<file path="src/rtl/bootlock_pkg.sv">
package bootlock_pkg;
  localparam int unsigned ID_W     = 8;
  localparam logic [7:0]  MFR_CODE = 8'h1F;
  localparam logic [7:0]  DEV_BOT  = 8'h13;
  localparam logic [7:0]  DEV_TOP  = 8'h12;

  typedef enum logic [1:0] {
    ID_NONE = 2'd0,
    ID_MFR  = 2'd1,
    ID_DEV  = 2'd2,
    ID_LOCK = 2'd3
  } id_sel_e;

  function automatic logic [7:0] dev_code(input bit top);
    return top ? DEV_TOP : DEV_BOT;
  endfunction
endpackage

</file>
<file path="src/rtl/bootlock_region.sv">
module bootlock_region #(
  parameter int unsigned ADDR_W  = 19,
  parameter int unsigned BOOT_AW = 14,
  parameter bit          TOP_BOOT = 1'b1
) (
  input  logic [ADDR_W-1:0] addr_i,
  output logic              in_boot_o
);
  localparam int unsigned HI_W = ADDR_W - BOOT_AW;

  logic [HI_W-1:0] upper;
  assign upper = addr_i[ADDR_W-1:BOOT_AW];

  generate
    if (TOP_BOOT) begin : g_top
      assign in_boot_o = &upper;
    end else begin : g_bot
      assign in_boot_o = ~|upper;
    end
  endgenerate
endmodule

</file>
<file path="src/rtl/bootlock_state.sv">
module bootlock_state (
  input  logic clk,
  input  logic rst_n,
  input  logic set_i,
  output logic locked_o
);
  always_ff @(posedge clk or negedge rst_n) begin
    if (!rst_n)     locked_o <= 1'b0;
    else if (set_i) locked_o <= 1'b1;
  end
endmodule

</file>
<file path="src/rtl/bootlock_id.sv">
module bootlock_id
  import bootlock_pkg::*;
#(
  parameter int unsigned ADDR_W   = 19,
  parameter int unsigned BOOT_AW  = 14,
  parameter bit          TOP_BOOT = 1'b1
) (
  input  logic              id_mode_i,
  input  logic [ADDR_W-1:0] addr_i,
  input  logic              locked_i,
  output logic [ID_W-1:0]   data_o,
  output logic              hit_o
);
  localparam logic [ADDR_W-1:0] LOW_MASK  = ADDR_W'((64'd1 << BOOT_AW) - 64'd1);
  localparam logic [ADDR_W-1:0] BOOT_BASE = TOP_BOOT ? ~LOW_MASK : '0;
  localparam logic [ADDR_W-1:0] LOCK_LOC  = BOOT_BASE + ADDR_W'(2);

  id_sel_e sel;

  always_comb begin
    sel = ID_NONE;
    if (id_mode_i) begin
      if (addr_i == ADDR_W'(0))      sel = ID_MFR;
      else if (addr_i == ADDR_W'(1)) sel = ID_DEV;
      else if (addr_i == LOCK_LOC)   sel = ID_LOCK;
    end
  end

  always_comb begin
    unique case (sel)
      ID_MFR:  data_o = MFR_CODE;
      ID_DEV:  data_o = dev_code(TOP_BOOT);
      ID_LOCK: data_o = {{(ID_W-1){1'b0}}, locked_i};
      default: data_o = '0;
    endcase
  end

  assign hit_o = (sel != ID_NONE);
endmodule

</file>
<file path="src/rtl/bootlock_guard.sv">
module bootlock_guard
  import bootlock_pkg::*;
#(
  parameter int unsigned ADDR_W   = 19,
  parameter int unsigned BOOT_AW  = 14,
  parameter bit          TOP_BOOT = 1'b1
) (
  input  logic              clk,
  input  logic              rst_n,
  input  logic              lock_set_i,
  input  logic              prog_req_i,
  input  logic [ADDR_W-1:0] prog_addr_i,
  output logic              prog_ok_o,
  output logic              prog_reject_o,
  input  logic [ADDR_W-1:0] erase_addr_i,
  output logic              erase_keep_o,
  input  logic              id_mode_i,
  input  logic [ADDR_W-1:0] id_addr_i,
  output logic [ID_W-1:0]   id_data_o,
  output logic              id_hit_o,
  output logic              locked_o
);
  // Named internal events for the checker
  logic prog_in_boot;
  logic erase_in_boot;
  logic prog_blocked;

  bootlock_state u_state (
    .clk      (clk),
    .rst_n    (rst_n),
    .set_i    (lock_set_i),
    .locked_o (locked_o)
  );

  bootlock_region #(.ADDR_W(ADDR_W), .BOOT_AW(BOOT_AW), .TOP_BOOT(TOP_BOOT)) u_prog_rgn (
    .addr_i    (prog_addr_i),
    .in_boot_o (prog_in_boot)
  );

  bootlock_region #(.ADDR_W(ADDR_W), .BOOT_AW(BOOT_AW), .TOP_BOOT(TOP_BOOT)) u_erase_rgn (
    .addr_i    (erase_addr_i),
    .in_boot_o (erase_in_boot)
  );

  assign prog_blocked  = locked_o & prog_in_boot;
  assign prog_reject_o = prog_req_i & prog_blocked;
  assign prog_ok_o     = prog_req_i & ~prog_blocked;
  assign erase_keep_o  = locked_o & erase_in_boot;

  bootlock_id #(.ADDR_W(ADDR_W), .BOOT_AW(BOOT_AW), .TOP_BOOT(TOP_BOOT)) u_id (
    .id_mode_i (id_mode_i),
    .addr_i    (id_addr_i),
    .locked_i  (locked_o),
    .data_o    (id_data_o),
    .hit_o     (id_hit_o)
  );
endmodule

</file>
<file path="config.mk">
export PLATFORM = sky130hd
export DESIGN_NAME = bootlock_guard
export DESIGN_NICKNAME = d
export VERILOG_FILES = /design/src/rtl/bootlock_pkg.sv /design/src/rtl/bootlock_region.sv /design/src/rtl/bootlock_state.sv /design/src/rtl/bootlock_id.sv /design/src/rtl/bootlock_guard.sv
export SDC_FILE = /design/constraint.sdc
export NUM_CORES = 1
export LEC_CHECK = 0
export ABC_AREA = 1
export BUFFER_PORTS_ARGS = -buffer_cell sky130_fd_sc_hd__buf_2
export CORE_MARGIN = 3
export CORE_UTILIZATION = 30
export DETAILED_ROUTE_END_ITERATION = 8
export PLACE_DENSITY = 0.85
export SETUP_SLACK_MARGIN = 0.4
export SLEW_MARGIN = 10
export SYNTH_ARGS = -nofsm -noshare
export SYNTH_HDL_FRONTEND = slang
export SYNTH_HIERARCHICAL = 1
export SYNTH_SLANG_ARGS = --single-unit
</file>
<file path="constraint.sdc">
create_clock -name clk -period 2.3 [get_ports clk]
set_input_delay 0.115 -clock clk [delete_from_list [all_inputs] [get_ports clk]]
set_output_delay 0.115 -clock clk [all_outputs]
set_load 0.02 [all_outputs]
</file>
-- After elaboration in Yosys (flattened, before gate mapping)
Cells that the tools add are included.
- bits in registers: 1
- bits of input ports: 62
- logic and storage cells: 20
- output and inout port bits: 13
- reduce and logical (&&, ||, !) cells: 4
- bitwise logic cells: 5
- equality and inequality tests: 5
- multiplexer cells: 5
- operators by type and width (cell ; number):
    $eq 19x1->1 const B ; 1
    $eq 19x19->1 const B ; 1
    $logic_not 19->1 ; 1
    $pmux 5 s3 ; 1
    $reduce_and 5->1 ; 2
    $mux 2 ; 4
    $and 1x1->1 ; 4
    $eq 2x2->1 const B ; 2
    $eq 2x1->1 const B ; 1
    $reduce_bool 2->1 ; 1
    $not 1->1 ; 1

-- Logic depth before layout (Yosys ltp)
- depth after elaboration: 7
- gate-level depth with buffers: 11

-- By module
The synthesis kept the hierarchy.
- by module, submodules not included (module ; area an instance (um2) ; sequential area each (um2) ; cells an instance ; instances):
    bootlock_id ; 381.6 ; 0.0 ; 62 ; 1
    bootlock_state ; 36.3 ; 25.0 ; 4 ; 1
    bootlock_region ; 12.5 ; 0.0 ; 3 ; 2
    bootlock_guard ; 23.8 ; 0.0 ; 6 ; 1

-- Least setup slack after synthesis
OpenSTA, ideal clock, no wires.
- path kind: input to output
- from: in id_addr_i[13]
- to: out id_data_o[4]
- data required time: 2185 ps
- stages on the path: 8
- path slack: 876 ps
- data arrival time: 1309 ps
- cells stage by stage: nor2_1 > nand2_1 > nor2_4 > nand3b_4 > a21oi_4 > inv_2 > ha_1 > buf_4
- cells in the longest elaborated chain, start to end: 7
- RTL lines (element ; RTL line ; text):
    start, declared ; bootlock_guard.sv:18 ; input logic [ADDR_W-1:0] id_addr_i,
    $eq 19x19->1 ; bootlock_id.sv:25 ; else if (addr_i == LOCK_LOC) sel = ID_LOCK;
    $mux 2 ; bootlock_id.sv:25 ;
    $mux 2 ; bootlock_id.sv:24 ; else if (addr_i == ADDR_W'(1)) sel = ID_DEV;
    $mux 2 (*) ; bootlock_id.sv:23 ; if (addr_i == ADDR_W'(0)) sel = ID_MFR;
    $mux 2 (*) ; bootlock_id.sv:22 ; if (id_mode_i) begin
    $eq 2x2->1 or $eq 2x1->1 (tied branches) ; bootlock_id.sv:30 ; unique case (sel)
    $pmux 5 s3 (*) ; bootlock_id.sv:30 ;
    end, declared ; bootlock_guard.sv:19 ; output logic [ID_W-1:0] id_data_o,
Every way passes the cells marked *; elsewhere a longest branch is shown, timed or not.

-- Worst setup path after layout
- from: in id_addr_i[13]
- to: out id_data_o[0]
Same word-level chain as after synthesis.

==> impl_metrics.yaml <==
synth:
  syn_area_um2: 467
  syn_inst: 78
  yosys_warnings: 6
  synth_area_per_cell_um2: 5.98
  yosysSeqAreaShare_pct: 5.36
  synth_seq_cells: 1
  yosysUniqueCellTypes: 18
cts:
  worstSkewPairLatency_ns: 0
  cts-resized-gates: 0
  cts_setup_buffers: 0
  path_clk_slew_ns: 0
  cts_hold_buf: 1
layout:
  largest_reg_flops: 1
  final_common_cell: "buf_2"
  reg.largest.list: "u_state/locked_o (1)"
  layout.cells.non_filler: 134
  syn2layout_area_growth_pct: 45.8
  nets: 185
  antennaDiodeCount: 0
  drive_above_1_share_pct: 53.8
  largest_register: "u_state/locked_o"
  layout_common_cells: "buf_2, nand2_1, inv_1"
  layout.filler_cells: 149
setup_path:
  cp.required_ns: 2.18
  path_class: "in2out"
  cp-startpoint: "id_addr_i[13]"
  critPathMaxFanout: 4
  worstSetupStartpointType: "input port"
  r2r_start: "u_state/locked_o"
  cp.arrival_ns: 1.41
  r2r-end: "u_state/locked_o"
  worstSetupEndpointType: "primary output"
  critPathCapture: "id_data_o[0]"
  r2r_slack_ns: 1.64
  reg2reg_depth: 2
sta:
  rsz0062_at_grt: "false"
  report.final.slew_viol_count: 0
  period_share_pct: 66.4
  fmax_mhz: 655
  finalHoldViolations: 0
  final.min_clock_period_ns: 1.53
  setup_viol: 0
  fin_tns_setup_ns: 0
  finalClockSkew_ns: 0
global_route:
  grt_start_max_net_pins: 7
  antenna_found_initial: 0
  grt_pass1_wl_mm: 1.85
  grt_pass1_vias: 504
  gr-total-overflow: 0
  grt_use_total_pct: 11.3
routing:
  viasPerCell: 4.31
  wl_per_cell_um: 8.54
  ant_nets: 0
  dr.pass1.iters: 1
  wl_mm: 1.15
  vias: 577
  drt_iter0_drc: 0
  drc_errors: 0
floorplanning:
  die_y_um: 45.4
  ios: 75
  num_rows: 13
  fp.coreArea_mm2: 0.00138
  start_util_pct: 33.8
  chipWidth_um: 45.4
  die_area_mm2: 0.00206
run:
  cap_violations: 0
pwr:
  vdd_drop_max_mv: 0.114
  p_per_area_mw_per_mm2: 122
  power.leakage_uw: 0.000432
  p_total_uw: 82.8
place:
  routabilityCongestion: 0.673
  dp_cells: 133
  place_hpwl_mm: 1.08
  portBuffers: 43
worst_hold_path:
  hold_class: "in2reg"
  min_from: "lock_set_i"
status:
  outcome: "finished clean"
==> worst min path at each step <==
stage	to	cells after the start
floorplan	u_state/locked_o	0
global placement	u_state/locked_o	1
detailed placement	u_state/locked_o	1
CTS	u_state/locked_o	3
global route	u_state/locked_o	3
finish	u_state/locked_o	3
==> where the power goes <==
group,internal [uW],total [uW],switching [uW]
sequential,17.9,17.9,0
clock,0,0,0
combinational,30.6,64.9,34.3
total,48.5,82.8,34.3
==> layer usage <==
metal	track usage [%]	part of all wire, %	vias to the layer above	routed length, um
li1	-	-	313	-
met1	13.7	36	238	408
met2	22.3	55	26	627
met3	0.791	9.5	0	109
met4	0	0	0	0
met5	0	0	-	0
==> synthesized netlist by cell type, drive strengths merged <==
cell | count | area, um^2
nand3b | 1 | 20.0
nand4 | 1 | 6.26
inv | 15 | 56.3
conb | 1 | 3.75
ha | 2 | 25.0
dfrtp | 1 | 25.0
nand3 | 10 | 65.1
buf | 5 | 37.5
nand2 | 17 | 71.3
nor2 | 20 | 120
nor3 | 2 | 10.0
a21oi | 3 | 26.3
==> worst max-delay path, stage by stage <==
cell and delay [ns]:
buf_2 0.09, nor2_1 0.13, nand2_1 0.10, nor2_4 0.14, nand3b_4 0.13, a21oi_4 0.16
ha_1 0.16, nand2_1 0.04, inv_1 0.05, nand3_1 0.09, nand2_2 0.05, buf_2 0.15
==> cell type report <==
class	count	area, um^2	share of cell area [%]
Inverter	15	56.3	8.27
Multi-Input combinational cell	59	355	52.2
Sequential cell	1	25.0	3.68
Tap cell	15	18.8	2.76
Timing Repair Buffer	44	225	33.1
==> cells by family after synthesis <==
group | count (synthesis) | synth area share, %
AND/OR/NAND/NOR | 51 | 62.7
buffers and inverters | 20 | 20.1
AO/OA/AOI/OAI | 3 | 5.63
adder cells (fa/ha/maj) | 2 | 5.36
flip-flops | 1 | 5.36
other | 1 | 0.804
==> stage by stage <==
stage / hold WS (ns) / worst slack (ns) / area, um^2 / utilization, %
after floorplan: -0.181 / 0.876 / 474 / -
after global placement: -0.110 / 0.792 / 671 / 48.5
after detailed placement: -0.106 / 0.767 / 671 / 48.5
after CTS: 0.314 / 0.757 / 681 / 49.2
after global routing: 0.342 / 0.613 / 681 / 49.2
final: 0.327 / 0.773 / 681 / 49.2
Note: power is estimated with default switching activity, not from simulation.
